File: src/rtl/csr_rmw_pkg.sv
package csr_rmw_pkg;

  typedef enum logic [1:0] {
    OP_READ  = 2'd0,
    OP_WRITE = 2'd1,
    OP_RMW   = 2'd2,
    OP_NONE  = 2'd3
  } op_e;

  typedef enum logic [2:0] {
    S_IDLE    = 3'd0,
    S_RD_REQ  = 3'd1,
    S_RD_WAIT = 3'd2,
    S_WR_REQ  = 3'd3,
    S_DONE    = 3'd4
  } state_e;

endpackage

File: src/rtl/csr_rmw_rst_sync.sv
module csr_rmw_rst_sync #(
  parameter int STAGES = 2
) (
  input  logic clk,
  input  logic rst_n_in,
  output logic rst_n_out
);

  logic [STAGES-1:0] sync_q;

  always_ff @(posedge clk or negedge rst_n_in) begin
    if (!rst_n_in) sync_q <= '0;
    else           sync_q <= {sync_q[STAGES-2:0], 1'b1};
  end

  assign rst_n_out = sync_q[STAGES-1];

endmodule

File: src/rtl/csr_rmw_capture.sv
module csr_rmw_capture
  import csr_rmw_pkg::*;
#(
  parameter int AW = 14,
  parameter int DW = 32
) (
  input  logic          clk,
  input  logic          rst_n,
  input  logic          cmd_load,
  input  op_e           op_in,
  input  logic [AW-1:0] addr_in,
  input  logic [DW-1:0] mask_in,
  input  logic [DW-1:0] data_in,
  input  logic          rd_load,
  input  logic [DW-1:0] rd_in,
  output op_e           op_q,
  output logic [AW-1:0] addr_q,
  output logic [DW-1:0] mask_q,
  output logic [DW-1:0] data_q,
  output logic [DW-1:0] rd_q
);

  op_e           op_d;
  logic [AW-1:0] addr_d;
  logic [DW-1:0] mask_d, data_d, rd_d;

  always_comb begin
    op_d   = op_q;
    addr_d = addr_q;
    mask_d = mask_q;
    data_d = data_q;
    rd_d   = rd_q;
    if (cmd_load) begin
      op_d   = op_in;
      addr_d = addr_in;
      mask_d = mask_in;
      data_d = data_in;
    end
    if (rd_load) rd_d = rd_in;
  end

  always_ff @(posedge clk or negedge rst_n) begin
    if (!rst_n) begin
      op_q   <= OP_NONE;
      addr_q <= '0;
      mask_q <= '0;
      data_q <= '0;
      rd_q   <= '0;
    end else begin
      op_q   <= op_d;
      addr_q <= addr_d;
      mask_q <= mask_d;
      data_q <= data_d;
      rd_q   <= rd_d;
    end
  end

  // Captured command fields stay frozen unless a new command is loaded
  assert_cmd_frozen_R2: assert property (@(posedge clk) disable iff (!rst_n)
    !cmd_load |=> $stable(addr_q) && $stable(mask_q) && $stable(data_q));

endmodule

File: src/rtl/csr_rmw_merge.sv
module csr_rmw_merge #(
  parameter int DW = 32
) (
  input  logic [DW-1:0] old_word,
  input  logic [DW-1:0] mask,
  input  logic [DW-1:0] new_bits,
  output logic [DW-1:0] merged
);

  for (genvar b = 0; b < DW; b++) begin : g_bit
    assign merged[b] = mask[b] ? new_bits[b] : old_word[b];
  end

endmodule

File: src/rtl/csr_rmw_seq.sv
module csr_rmw_seq
  import csr_rmw_pkg::*;
(
  input  logic clk,
  input  logic rst_n,
  input  logic cmd_valid,
  input  op_e  cmd_op,
  input  op_e  op_q,
  input  logic waitreq,
  input  logic rdata_valid,
  output logic cmd_load,
  output logic rd_load,
  output logic rd_req,
  output logic wr_req,
  output logic busy,
  output logic done
);

  state_e state_q, state_d;

  always_comb begin
    state_d  = state_q;
    cmd_load = 1'b0;
    rd_load  = 1'b0;
    unique case (state_q)
      S_IDLE: begin
        if (cmd_valid && cmd_op != OP_NONE) begin
          cmd_load = 1'b1;
          state_d  = (cmd_op == OP_WRITE) ? S_WR_REQ : S_RD_REQ;
        end
      end
      S_RD_REQ: begin
        if (!waitreq) state_d = S_RD_WAIT;
      end
      S_RD_WAIT: begin
        if (rdata_valid) begin
          rd_load = 1'b1;
          state_d = (op_q == OP_RMW) ? S_WR_REQ : S_DONE;
        end
      end
      S_WR_REQ: begin
        if (!waitreq) state_d = S_DONE;
      end
      S_DONE:  state_d = S_IDLE;
      default: state_d = S_IDLE;
    endcase
  end

  always_ff @(posedge clk or negedge rst_n) begin
    if (!rst_n) state_q <= S_IDLE;
    else        state_q <= state_d;
  end

  assign rd_req = (state_q == S_RD_REQ);
  assign wr_req = (state_q == S_WR_REQ);
  assign busy   = (state_q != S_IDLE);
  assign done   = (state_q == S_DONE);

  assert_rd_hold_R3: assert property (@(posedge clk) disable iff (!rst_n)
    rd_req && waitreq |=> rd_req);
  assert_rd_drop_R3: assert property (@(posedge clk) disable iff (!rst_n)
    rd_req && !waitreq |=> !rd_req);
  assert_wr_hold_R4: assert property (@(posedge clk) disable iff (!rst_n)
    wr_req && waitreq |=> wr_req);
  assert_wr_drop_R4: assert property (@(posedge clk) disable iff (!rst_n)
    wr_req && !waitreq |=> !wr_req);
  assert_done_single_R10: assert property (@(posedge clk) disable iff (!rst_n)
    done |=> !done);
  assert_busy_after_take_R10: assert property (@(posedge clk) disable iff (!rst_n)
    cmd_load |=> busy);

endmodule

File: src/rtl/csr_rmw_master.sv
module csr_rmw_master
  import csr_rmw_pkg::*;
#(
  parameter int AW = 14,
  parameter int DW = 32
) (
  input  logic          clk,
  input  logic          rst_n,
  input  logic          cmd_valid,
  input  logic [1:0]    cmd_op,
  input  logic [AW-1:0] cmd_addr,
  input  logic [DW-1:0] cmd_mask,
  input  logic [DW-1:0] cmd_data,
  output logic          busy,
  output logic          done,
  output logic [DW-1:0] result,
  output logic [AW-1:0] bus_addr,
  output logic          bus_read,
  output logic          bus_write,
  output logic [DW/8-1:0] bus_byteen,
  output logic [DW-1:0] bus_wdata,
  input  logic [DW-1:0] bus_rdata,
  input  logic          bus_rdata_valid,
  input  logic          bus_waitreq
);

  localparam int BEW = DW / 8;

  logic          rst_sync_n;
  logic          cmd_load, rd_load;
  op_e           op_q;
  logic [AW-1:0] addr_q;
  logic [DW-1:0] mask_q, data_q, rd_q, merged;

  csr_rmw_rst_sync #(.STAGES(2)) u_rst_sync (
    .clk       (clk),
    .rst_n_in  (rst_n),
    .rst_n_out (rst_sync_n)
  );

  csr_rmw_seq u_seq (
    .clk         (clk),
    .rst_n       (rst_sync_n),
    .cmd_valid   (cmd_valid),
    .cmd_op      (op_e'(cmd_op)),
    .op_q        (op_q),
    .waitreq     (bus_waitreq),
    .rdata_valid (bus_rdata_valid),
    .cmd_load    (cmd_load),
    .rd_load     (rd_load),
    .rd_req      (bus_read),
    .wr_req      (bus_write),
    .busy        (busy),
    .done        (done)
  );

  csr_rmw_capture #(.AW(AW), .DW(DW)) u_capture (
    .clk      (clk),
    .rst_n    (rst_sync_n),
    .cmd_load (cmd_load),
    .op_in    (op_e'(cmd_op)),
    .addr_in  (cmd_addr),
    .mask_in  (cmd_mask),
    .data_in  (cmd_data),
    .rd_load  (rd_load),
    .rd_in    (bus_rdata),
    .op_q     (op_q),
    .addr_q   (addr_q),
    .mask_q   (mask_q),
    .data_q   (data_q),
    .rd_q     (rd_q)
  );

  csr_rmw_merge #(.DW(DW)) u_merge (
    .old_word (rd_q),
    .mask     (mask_q),
    .new_bits (data_q),
    .merged   (merged)
  );

  assign bus_addr   = addr_q;
  assign bus_wdata  = (op_q == OP_WRITE) ? data_q : merged;
  assign bus_byteen = (bus_read || bus_write) ? {BEW{1'b1}} : {BEW{1'b0}};
  assign result     = rd_q;

  assert_no_overlap_R6: assert property (@(posedge clk) disable iff (!rst_sync_n)
    !(bus_read && bus_write));
  assert_req_stable_R4: assert property (@(posedge clk) disable iff (!rst_sync_n)
    (bus_read || bus_write) && bus_waitreq |=> $stable(bus_addr) && $stable(bus_wdata));
  assert_busy_ignores_R2: assert property (@(posedge clk) disable iff (!rst_sync_n)
    busy && cmd_valid |=> $stable(bus_addr));
  assert_byteen_full_R7: assert property (@(posedge clk) disable iff (!rst_sync_n)
    bus_write |-> bus_byteen == {BEW{1'b1}});

endmodule

File: config.mk
export PLATFORM = sky130hd
export DESIGN_NAME = csr_rmw_master
export DESIGN_NICKNAME = d
export VERILOG_FILES = /design/src/rtl/csr_rmw_pkg.sv /design/src/rtl/csr_rmw_rst_sync.sv /design/src/rtl/csr_rmw_capture.sv /design/src/rtl/csr_rmw_merge.sv /design/src/rtl/csr_rmw_seq.sv /design/src/rtl/csr_rmw_master.sv
export SDC_FILE = /design/constraint.sdc
export NUM_CORES = 1
export LEC_CHECK = 0
export ABC_AREA = 1
export BUFFER_PORTS_ARGS = -buffer_cell sky130_fd_sc_hd__buf_2
export CAP_MARGIN = 20
export CORE_UTILIZATION = 30
export CTS_CLUSTER_SIZE = 14
export DETAILED_ROUTE_END_ITERATION = 12
export PLACE_DENSITY_LB_ADDON = 0.15
export SETUP_SLACK_MARGIN = 0.1
export SLEW_MARGIN = 20
export SYNTH_ARGS = -nofsm -noshare
export SYNTH_HDL_FRONTEND = slang
export SYNTH_SLANG_ARGS = --single-unit
File: constraint.sdc
create_clock -name clk -period 10.7 [get_ports clk]
set_input_delay 1.07 -clock clk [delete_from_list [all_inputs] [get_ports clk]]
set_output_delay 1.07 -clock clk [all_outputs]
set_load 0.01 [all_outputs]
==> parameters.txt <==
Parameter                              Value

Synthesis
  Area share of and/or/nand/nor cells after synthesis ... 17.44%
  Post-Synthesis Cells ... 617
  XOR/XNOR share of the synthesized area ... 0%
  Count of yosys warnings during synthesis ... 0
  Main synth FF type ... sky130_fd_sc_hd__dfrtp_1
  Number of unique standard cell types used by synthesis ... 23
  Synth Area in Compound Gates ... 14.11%
  Portion of the post-synthesis area used by sequential elements ... 56.97%
  Asr flop ratio synth ... 100.0%
  Top-count cell post-synth ... sky130_fd_sc_hd__nand2_1
  Count of flip-flops with a built-in enable after synthesis ... 0
  Post-synthesis sequential element count ... 117
  Main area contributors after synthesis ... sky130_fd_sc_hd__dfrtp_1 (56%), sky130_fd_sc_hd__nand2_1 (12%), sky130_fd_sc_hd__o21ai_0 (8.3%)
  Adder-cell area share of the yosys netlist ... 0%
  Area of the mapped netlist ... 5144 sq um
  Multiplexer area fraction after synthesis ... 0%
  Top cell types by occurrence after synthesis ... sky130_fd_sc_hd__nand2_1 (168), sky130_fd_sc_hd__dfrtp_1 (115), sky130_fd_sc_hd__inv_1 (104)
  Area leader, netlist ... sky130_fd_sc_hd__dfrtp_1
  Synth top area share ... 55.95%
  Net count after synthesis ... 734
  Avg Cell Area, Syn ... 8.337 sq um
  Largest family of logic cells by synthesized area ... simple AND/OR/NAND/NOR gates

Critical path
  Critical path class ... register to primary output
  Crit path cell chain ... inv_1 -> nand2_1 -> buf_4 -> nand2_1 -> a21oi_1 -> buf_2
  CP endpoint kind ... primary output
  Most frequent CP cell ... sky130_fd_sc_hd__nand2_1
  WP data arrival ... 2.27 ns
  Max stage delay on crit path ... 0.53 ns
  Kind of start point of the critical path ... register
  Maximum fanout along the worst path ... 17
  Slowest cell on crit path ... sky130_fd_sc_hd__dfstp_2
  Critical path data required time ... 9.63 ns
  Internal reg-to-reg setup slack ... 8.28 ns

Clock tree
  Deepest level of the CTS H-tree ... 4
  Latest clock arrival within the worst-skew pair ... 0.41 ns
  Cell chosen for the clock root ... sky130_fd_sc_hd__clkbuf_16
  Maximum root-to-sink buffer count ... 2
  CTS tree ... built
  Clock buffer count from CTS ... 17
  Clock sink total ... 117
  Cells resized by post-CTS repair ... 0
  Count of hold buffers inserted by post-cts repair ... 0
  Clk pin slew, worst setup/hold paths ... 0.05 ns
  Number of post-CTS setup repair buffers ... 0

Route
  Remaining number of nets flagged by the antenna check after routing ... 0
  Number of detailed-route iterations in the first pass ... 4
  Total number of vias ... 4434
  DR WL/cell ... 12.13 um
  Wirelength, routed ... 12.68 mm
  Drt first-iter violations ... 181
  Post-route DRC violation count ... 0
  Via density ... 4.243

Power and ir drop
  Total power divided by cell area ... 312.4 nW/um^2
  Peak ir drop on the vdd network ... 137.0 uV
  Leakage ... 3.743 nW

Final layout
  Area of all placed cells without fillers ... 6771 sq um
  Synthesis-to-finish area growth ... 31.65%
  Net count reported at finish ... 929
  Diode insertion count for antenna repair ... 0
  Layout cell share with drive strength beyond 1 ... 28.97%

STA
  Final number of max-transition violations ... 0
  Final Hold Vio Count ... 0
  Clock tree skew after final layout ... 0.007426 ns
  Shortest clock period the worst path allows after layout ... 3.343 ns
  Final period utilization ... 31.24%
  Normalized max-slew margin ... 49.54%
  Total Neg Setup Slack ... 0 ns
  Final setup violation count ... 0
  RSZ-0062 raised after global routing ... no
  Highest attainable clock frequency ... 299.1 MHz
  Worst-Margin Slew ... 0.7569 ns

Global routing
  Vias in the first global route ... 4424
  Total routing usage reported by global routing ... 15.24%
  Pin count of the biggest net entering global routing ... 84
  Initial antenna violation count ... 0
  Total overflow reported by the global router ... 0
  Global-route wire length before repair ... 21.22 mm

Job
  Maxcap violations ... 0

Place
  Final weighted congestion in routability-driven placement ... 0.7722
  Post-detailed-placement cell area ... 6264 sq um
  Final HPWL from detailed placement ... 9.085 mm
  Number of buffer cells added on primary ports ... 202

Floorplanning
  Starting density of the core ... 30.91%
  Core region area ... 16640 sq um
  Io pins ... 203
  Die Height ... 132.9 um
  Width of the die ... 132.9 um
  # rows ... 47
  Die area ... 17670 sq um

Hold path
  Worst min-delay path class ... register to register

Outcome
  Run status ... finished, final reports clean
## state kept, by name, summed over array words and instances (netlist names)
register,flops
u_capture.rd_q,32
u_capture.op_q,2
u_capture.data_q,32
u_rst_sync.sync_q,2
u_seq.state_q,3
u_capture.mask_q,32
u_capture.addr_q,14
## power breakdown
part | total [mW] | switching [mW] | internal [mW]
Clock | 0.490 | 0.185 | 0.305
Combinational | 0.873 | 0.542 | 0.331
Sequential | 0.753 | 0.0998 | 0.653
Total | 2.12 | 0.826 | 1.29
## worst max-delay path: cells and delay by family (launching register included)
family	cells	cell delay (ns)
flip-flops	1	0.53
AND/OR/NAND/NOR	2	0.56
AO/OA/AOI/OAI	1	0.19
buffers and inverters	3	0.57
## layer usage
metal,share of wire [%],routed length (um),GRT usage (%),vias to the layer above
met5,0,0,0,-
met3,7.0,889,5.172,15
met4,1.5,187,6.130,0
met2,46,5841,23.82,125
li1,-,-,-,2288
met1,45,5760,19.29,2006
## placed cells by master (no fill, tap or decap), types with 3 or more instances in the layout
cell type / netlist / final
sky130_fd_sc_hd__nor3_1: 4 / 4
sky130_fd_sc_hd__buf_4: 3 / 3
sky130_fd_sc_hd__nand3_1: 5 / 5
sky130_fd_sc_hd__nand2_1: 168 / 168
sky130_fd_sc_hd__nor2_1: 35 / 35
sky130_fd_sc_hd__o21ai_1: 28 / 28
sky130_fd_sc_hd__buf_2: 10 / 202
sky130_fd_sc_hd__dfrtp_1: 115 / 114
sky130_fd_sc_hd__inv_1: 104 / 104
sky130_fd_sc_hd__clkinv_2: 0 / 5
sky130_fd_sc_hd__clkbuf_1: 8 / 8
sky130_fd_sc_hd__clkbuf_16: 0 / 17
sky130_fd_sc_hd__o21ai_0: 85 / 85
sky130_fd_sc_hd__a21oi_1: 32 / 32
## cell type report
cell class / instances / area [sq um]
fill: 1734 / 9871
sequential: 117 / 2934
multi-input combinational: 366 / 1627
timing repair buffer: 205 / 1033
clock buffer: 27 / 483.0
inverter: 105 / 394.1
tap: 220 / 275.3
clock inverter: 5 / 25.02
## final timing paths
path,depth (start not counted),endpoint,start
min in group asynchronous,0,u_capture.data_q[31],u_rst_sync.sync_q[1]
hold reg to reg,0,u_rst_sync.sync_q[1],u_rst_sync.sync_q[0]
setup / recovery,6,bus_wdata[21],u_capture.op_q[1]
max in group asynchronous,1,u_capture.mask_q[4],u_rst_sync.sync_q[1]
hold / removal,0,u_rst_sync.sync_q[1],u_rst_sync.sync_q[0]
setup reg to reg,5,u_capture.data_q[2],u_seq.state_q[1]
## cells by family (layout without fill, tap and decap cells)
kind of cell,after synthesis,in the layout
and+or+nand+nor,220,220
AOI/OAI and AO/OA,145,145
buffers and inverters,134,342
DFF,117,117
other,1,1
## through the flow
step | power (mW) | hold slack (ns) | cells | setup slack, ns | util [%]
after CTS | 2.154 | 0.3526 | 1045 | 7.254 | 40.69
final | 2.116 | 0.3528 | 1045 | 7.357 | 40.69
after detailed placement | 1.648 | 0.3389 | 1013 | 7.455 | 37.64
after floorplan | 1.330 | 0.3312 | 617 | 7.203 | -
after global placement | 1.632 | 0.3384 | 1013 | 7.553 | 37.64
after global routing | 2.304 | 0.3675 | 1045 | 7.197 | 40.69
Note: power is estimated with default switching activity, not from simulation.
